## config.mk

```make
export PLATFORM = sky130hd
export DESIGN_NAME = fdf_deglitch8
export DESIGN_NICKNAME = d
export VERILOG_FILES = /design/src/rtl/fdf_pkg.sv /design/src/rtl/fdf_tick_gen.sv /design/src/rtl/fdf_sync_stage.sv /design/src/rtl/fdf_run_counter.sv /design/src/rtl/fdf_deglitch8.sv
export SDC_FILE = /design/constraint.sdc
export NUM_CORES = 1
export LEC_CHECK = 0
export ABC_AREA = 1
export BUFFER_PORTS_ARGS = -buffer_cell sky130_fd_sc_hd__buf_2
export CAP_MARGIN = 20
export CORE_UTILIZATION = 45
export CTS_CLUSTER_DIAMETER = 200
export DETAILED_ROUTE_END_ITERATION = 7
export PLACE_DENSITY_LB_ADDON = 0.08
export SYNTH_ARGS = -nofsm -noshare
export SYNTH_HDL_FRONTEND = slang
export SYNTH_SLANG_ARGS = --single-unit
```

## constraint.sdc

```tcl
create_clock -name clk -period 8.4 [get_ports clk]
set_input_delay 1.68 -clock clk [delete_from_list [all_inputs] [get_ports clk]]
set_output_delay 1.68 -clock clk [all_outputs]
set_load 0.1 [all_outputs]
```

## src/rtl/fdf_pkg.sv

```systemverilog
package fdf_pkg;
   // Widest delay code the run counter is sized for.
   localparam int unsigned FDF_MAX_CODE_W = 5;

   // Number of consecutive ticks required for a given delay code.
   function automatic int unsigned fdf_run_ticks(input int unsigned code);
      return 32'd1 << code;
   endfunction
endpackage

```

## src/rtl/fdf_tick_gen.sv

```systemverilog
module fdf_tick_gen #(
   parameter int unsigned PRESC_DIV = 40
) (
   input  logic clk,
   input  logic rst_n,
   output logic tick
);
   generate
      if (PRESC_DIV == 1) begin : g_every_cycle
         assign tick = 1'b1;
      end else begin : g_divider
         localparam int unsigned PC_W = $clog2(PRESC_DIV);
         localparam logic [PC_W-1:0] PC_LAST = PC_W'(PRESC_DIV - 1);
         logic [PC_W-1:0] pc;

         always_ff @(posedge clk or negedge rst_n) begin
            if (!rst_n)             pc <= '0;
            else if (pc == PC_LAST) pc <= '0;
            else                    pc <= pc + 1'b1;
         end

         assign tick = (pc == PC_LAST);
      end
   endgenerate
endmodule

```

## src/rtl/fdf_sync_stage.sv

```systemverilog
module fdf_sync_stage #(
   parameter int unsigned NCH   = 8,
   parameter int unsigned DEPTH = 2
) (
   input  logic           clk,
   input  logic           rst_n,
   input  logic [NCH-1:0] d,
   output logic [NCH-1:0] q
);
   logic [NCH-1:0] chain [DEPTH];

   always_ff @(posedge clk or negedge rst_n) begin
      if (!rst_n) begin
         for (int i = 0; i < DEPTH; i++) chain[i] <= '0;
      end else begin
         chain[0] <= d;
         for (int i = 1; i < DEPTH; i++) chain[i] <= chain[i-1];
      end
   end

   assign q = chain[DEPTH-1];
endmodule

```

## src/rtl/fdf_run_counter.sv

```systemverilog
module fdf_run_counter #(
   parameter int unsigned CNT_W = 16
) (
   input  logic         clk,
   input  logic         rst_n,
   input  logic         tick,
   input  logic         smp,
   input  logic [CNT_W:0] need,
   output logic         state,
   output logic         commit
);
   logic [CNT_W-1:0] run;
   logic [CNT_W:0]   run_next;

   assign run_next = {1'b0, run} + 1'b1;
   assign commit   = tick && (smp != state) && (run_next >= need);

   always_ff @(posedge clk or negedge rst_n) begin
      if (!rst_n) begin
         run   <= '0;
         state <= 1'b0;
      end else if (tick) begin
         if (smp == state) begin
            run <= '0;
         end else if (commit) begin
            run   <= '0;
            state <= smp;
         end else begin
            run <= run_next[CNT_W-1:0];
         end
      end
   end
endmodule

```

## src/rtl/fdf_deglitch8.sv

```systemverilog
module fdf_deglitch8 #(
   parameter int unsigned NCH         = 8,
   parameter int unsigned CODE_W      = 4,
   parameter int unsigned SYNC_STAGES = 2,
   parameter int unsigned PRESC_DIV   = 40
) (
   input  logic              clk,
   input  logic              rst_n,
   input  logic [NCH-1:0]    raw_in,
   input  logic [CODE_W-1:0] dly_sel,
   output logic [NCH-1:0]    filt_q,
   output logic              upd_stb
);
   localparam int unsigned CNT_W = 2 ** CODE_W;

   generate
      if (NCH < 1) begin : g_bad_nch
         $error("NCH must be at least 1");
      end
      if (CODE_W < 1 || CODE_W > fdf_pkg::FDF_MAX_CODE_W) begin : g_bad_code
         $error("CODE_W out of supported range");
      end
      if (SYNC_STAGES < 1) begin : g_bad_sync
         $error("SYNC_STAGES must be at least 1");
      end
      if (PRESC_DIV < 1) begin : g_bad_div
         $error("PRESC_DIV must be at least 1");
      end
   endgenerate

   logic           tick_w;
   logic [NCH-1:0] sync_w;
   logic [NCH-1:0] commit_w;
   logic [CNT_W:0] need_w;

   assign need_w = (CNT_W+1)'(fdf_pkg::fdf_run_ticks(32'(dly_sel)));

   fdf_tick_gen #(.PRESC_DIV(PRESC_DIV)) u_tick (
      .clk   (clk),
      .rst_n (rst_n),
      .tick  (tick_w)
   );

   fdf_sync_stage #(.NCH(NCH), .DEPTH(SYNC_STAGES)) u_sync (
      .clk   (clk),
      .rst_n (rst_n),
      .d     (raw_in),
      .q     (sync_w)
   );

   generate
      for (genvar ch = 0; ch < NCH; ch++) begin : g_ch
         fdf_run_counter #(.CNT_W(CNT_W)) u_run (
            .clk    (clk),
            .rst_n  (rst_n),
            .tick   (tick_w),
            .smp    (sync_w[ch]),
            .need   (need_w),
            .state  (filt_q[ch]),
            .commit (commit_w[ch])
         );
      end
   endgenerate

   always_ff @(posedge clk or negedge rst_n) begin
      if (!rst_n) upd_stb <= 1'b0;
      else        upd_stb <= |commit_w;
   end
endmodule

```

==> summary.md <==
| Metric | Value |
|---|---|
| IO Count | 23 |
| Clock sinks | 159 |
| Synth Area per Inst | 7.67 sq um |
| Post-Synth XOR/XNOR Area | 7.50% |
| Die area | 27400 sq um |
| Power Dens Cells | 139 nW/um^2 |
| HPWL after DPL | 21100 microns |
| Core Util, Final | 49.8% |
| CTS tree | done |
| Peak supply drop | 0.000133 V |
| Failing checks | DRC |
| Post-placement setup slack | 3.54 ns |
| Synth warn | 0 |
| Row count | 59 |
| CTS max path bufs | 2 |
| Synth Area in Adders | 14.2% |
| Initial Util | 46.0% |
| Worst-path clk slew | 0.07 ns |
| Crit path launch type | input pin |
| Async SR Flop Fraction | 100% |
| Gpl congestion | 0.822 |
| Final net count | 1733 |
| Vias per cell | 5.08 |
| DRT antenna net count | 0 |
| Total wire length | 30200 microns |
| Worst hold margin | 0.350 ns |
| Insertion delay to the later sink of the worst-skew pair | 0.44 ns |
| Cell Area, Synth | 12000 sq um |
| Total CTS buffers | 17 |
| WP data required | 8.69 ns |
| Vias in the first global route | 9304 |
| Total nets after synthesis | 1720 |
| Crit Path Class | input pin to flop |
| Clock skew | 0.0175 ns |
| Max Cap Viol | 0 |
| Main combinational cell family by area after synthesis | simple AND/OR/NAND/NOR gates |
| Pins Over Slew Limit | 0 |
| Root buffer cell | clkbuf_16 |
| Setup Viol. Count Final | 0 |
| Fin. Hold Viols | 0 |
| Worst-Margin Slew | 1.05 ns |
| Total vias in the final route | 9796 |
| IO Port Bufs | 22 |
| Area of the multi-input gates | 7030 sq um |
| Slew margin rel. | 29.6% |
| Tcrit/Tclk final | 53.0% |
| Share of cells above drive strength 1 | 9.03% |
| Synth cell types | 39 |
| Core box area | 26100 sq um |
| Initial antenna violation count | 0 |
| First-pass GRT wire length | 49200 microns |
| N_diodes | 0 |
| Sum of negative setup slack | 0 ns |
| Type of the most critical hold path | flop to flop |
| Synth Area in Compound Gates | 8.80% |
| Most common cell in the netlist | nand2_1 |
| Seq/Total Area, Yosys | 33.1% |
| Final setup margin | 3.95 ns |
| Top cells by area, synth | dfrtp_1 33%, nand2_1 14%, ha_1 14% |
| Synth Area in Simple Gates | 27.5% |
| # fillers | 2582 |
| Post-synthesis mux area share | 0.374% |
| Unrepaired setup endpoints after global routing | false |
| Die Wd | 166 microns |
| Post_cts resized | 0 |
| Routed WL per cell | 15.6 microns |
| CP arrival | 4.75 ns |
| Dominant synthesized flop cell | dfrtp_1 |
| Synth-to-Final Area Change | 8.06% |
| Worst setup EP type | flop |
| #FFs+latches synth | 159 |
| Setup Buffers After CTS | 0 |
| Largest net degree at the start of global routing | 89 |
| Outcome | finished with violations |
| Final Power | 0.00181 W |
| Initial DRT Pass Iterations | 8 |
| Die Y | 166 microns |
| Leakage | 7.00 nW |
| Sequential cell area | 3980 sq um |
| Post-route DRC | 2 |
| Grt ovf | 0 |
| Cells after Synth | 1569 |
| Initial DRC count | 654 |
| Fin crit period | 4.45 ns |
| Post-synth top area share | 33.1% |
| H-tree depth | 4 |
| Leading area contributor after synthesis | dfrtp_1 |
| Number of synthesized flops with an enable pin | 0 |
| Fmax | 225 MHz |
| Cts-stage hold buffer count | 0 |
| Global Route Usage Sum | 23.5% |
| Commonest cells in the netlist | 464 x nand2_1, 206 x inv_1, 159 x dfrtp_1 |
| Worst-path fanout max | 12 |
-- stage by stage --
stage | instances | cell area [sq um]
final | 1930 | 13000
after global routing | 1930 | 13000
after CTS | 1929 | 13000
after detailed placement | 1897 | 12400
after global placement | 1897 | 12400
after floorplan | 1569 | 12000
-- path summary, 6_finish.rpt --
| kind | from | slack (ns) | cells past startpoint | end |
|---|---|---|---|---|
| worst max-delay path | dly_sel[3] | 3.95 | 13 | g_ch[0].u_run.run[15]$_DFFE_PN0P_ |
| worst min-delay path | u_sync.chain[8]$_DFF_PN0_ | 0.35 | 0 | u_sync.q[0]$_DFF_PN0_ |
| worst max register to register | g_ch[1].u_run.run[0]$_DFFE_PN0P_ | 4.89 | 19 | g_ch[1].u_run.run[8]$_DFFE_PN0P_ |
| worst min register to register | u_sync.chain[8]$_DFF_PN0_ | 0.35 | 0 | u_sync.q[0]$_DFF_PN0_ |
| max in group asynchronous | rst_n | 5.89 | 3 | g_ch[4].u_run.run[15]$_DFFE_PN0P_ |
| min in group asynchronous | rst_n | 1.31 | 1 | g_ch[7].u_run.run[4]$_DFFE_PN0P_ |
-- registers in the layout, indices dropped and copies added (netlist names) --
| name | flops |
|---|---|
| upd_stb | 1 |
| u_sync.q | 8 |
| u_tick.g_divider.pc | 6 |
| g_ch.u_run.state | 8 |
| u_sync.chain | 8 |
| g_ch.u_run.run | 128 |
-- worst max-delay path, stage by stage --
cell      delay, ns
buf_2          0.16
inv_1          0.18
nand4_1        0.85
ha_1           0.68
nand2_1        0.06
nor2_1         0.17
nand3b_1       0.10
nand3_1        0.09
nand2_1        0.08
nand3_2        0.34
inv_1          0.18
nand2_1        0.09
o21ai_0        0.07
-- where the power goes --
| group | internal [W] | switching (W) | leakage [nW] |
|---|---|---|---|
| logic | 0.0000632 | 0.000140 | 4.55 |
| clock network | 0.000453 | 0.000357 | 0.290 |
| registers | 0.000780 | 0.0000137 | 2.16 |
| total | 0.00130 | 0.000511 | 7.00 |
-- area by class of cell --
type,count,share of cell area [%]
Clock inverter,13,1.18
Tap cell,335,3.22
Timing Repair Buffer,28,1.40
Clock buffer,19,3.41
Sequential cell,159,30.6
Multi-Input combinational cell,1165,54.1
Inverter,211,6.10
-- cells in the final DEF, fill, tap and decap left out, types with 17 or more instances in the layout --
| master | synthesis | final |
|---|---|---|
| a21oi_1 | 43 | 43 |
| inv_1 | 206 | 206 |
| ha_1 | 137 | 137 |
| nand2_2 | 17 | 17 |
| o21ai_1 | 21 | 21 |
| xor2_1 | 101 | 101 |
| nor3_1 | 24 | 24 |
| dfrtp_1 | 159 | 159 |
| clkbuf_16 | 0 | 17 |
| nor2_1 | 107 | 107 |
| nand4_1 | 37 | 37 |
| buf_2 | 1 | 21 |
| nand2_1 | 464 | 464 |
| o21ai_0 | 55 | 55 |
| nand3_1 | 60 | 60 |
-- logic make-up (layout without fill, tap and decap cells) --
kind of cell	count (synthesis)	after routing
multiplexers	2	2
AND/OR/NAND/NOR	752	752
flip-flops	159	159
AO/OA/AOI/OAI	171	171
XOR/XNOR	103	103
adder cells (fa/ha/maj)	137	137
buffers and inverters	245	271
-- metal layers --
| metal | global-route usage (%) | routed length [microns] | up-vias |
|---|---|---|---|
| li1 | - | - | 5056 |
| met1 | 34.3 | 15500 | 4525 |
| met2 | 36.1 | 13100 | 186 |
| met3 | 3.52 | 1230 | 29 |
| met4 | 5.70 | 407 | 0 |
| met5 | 0 | 0 | - |
(Power assumes the default switching activity.)
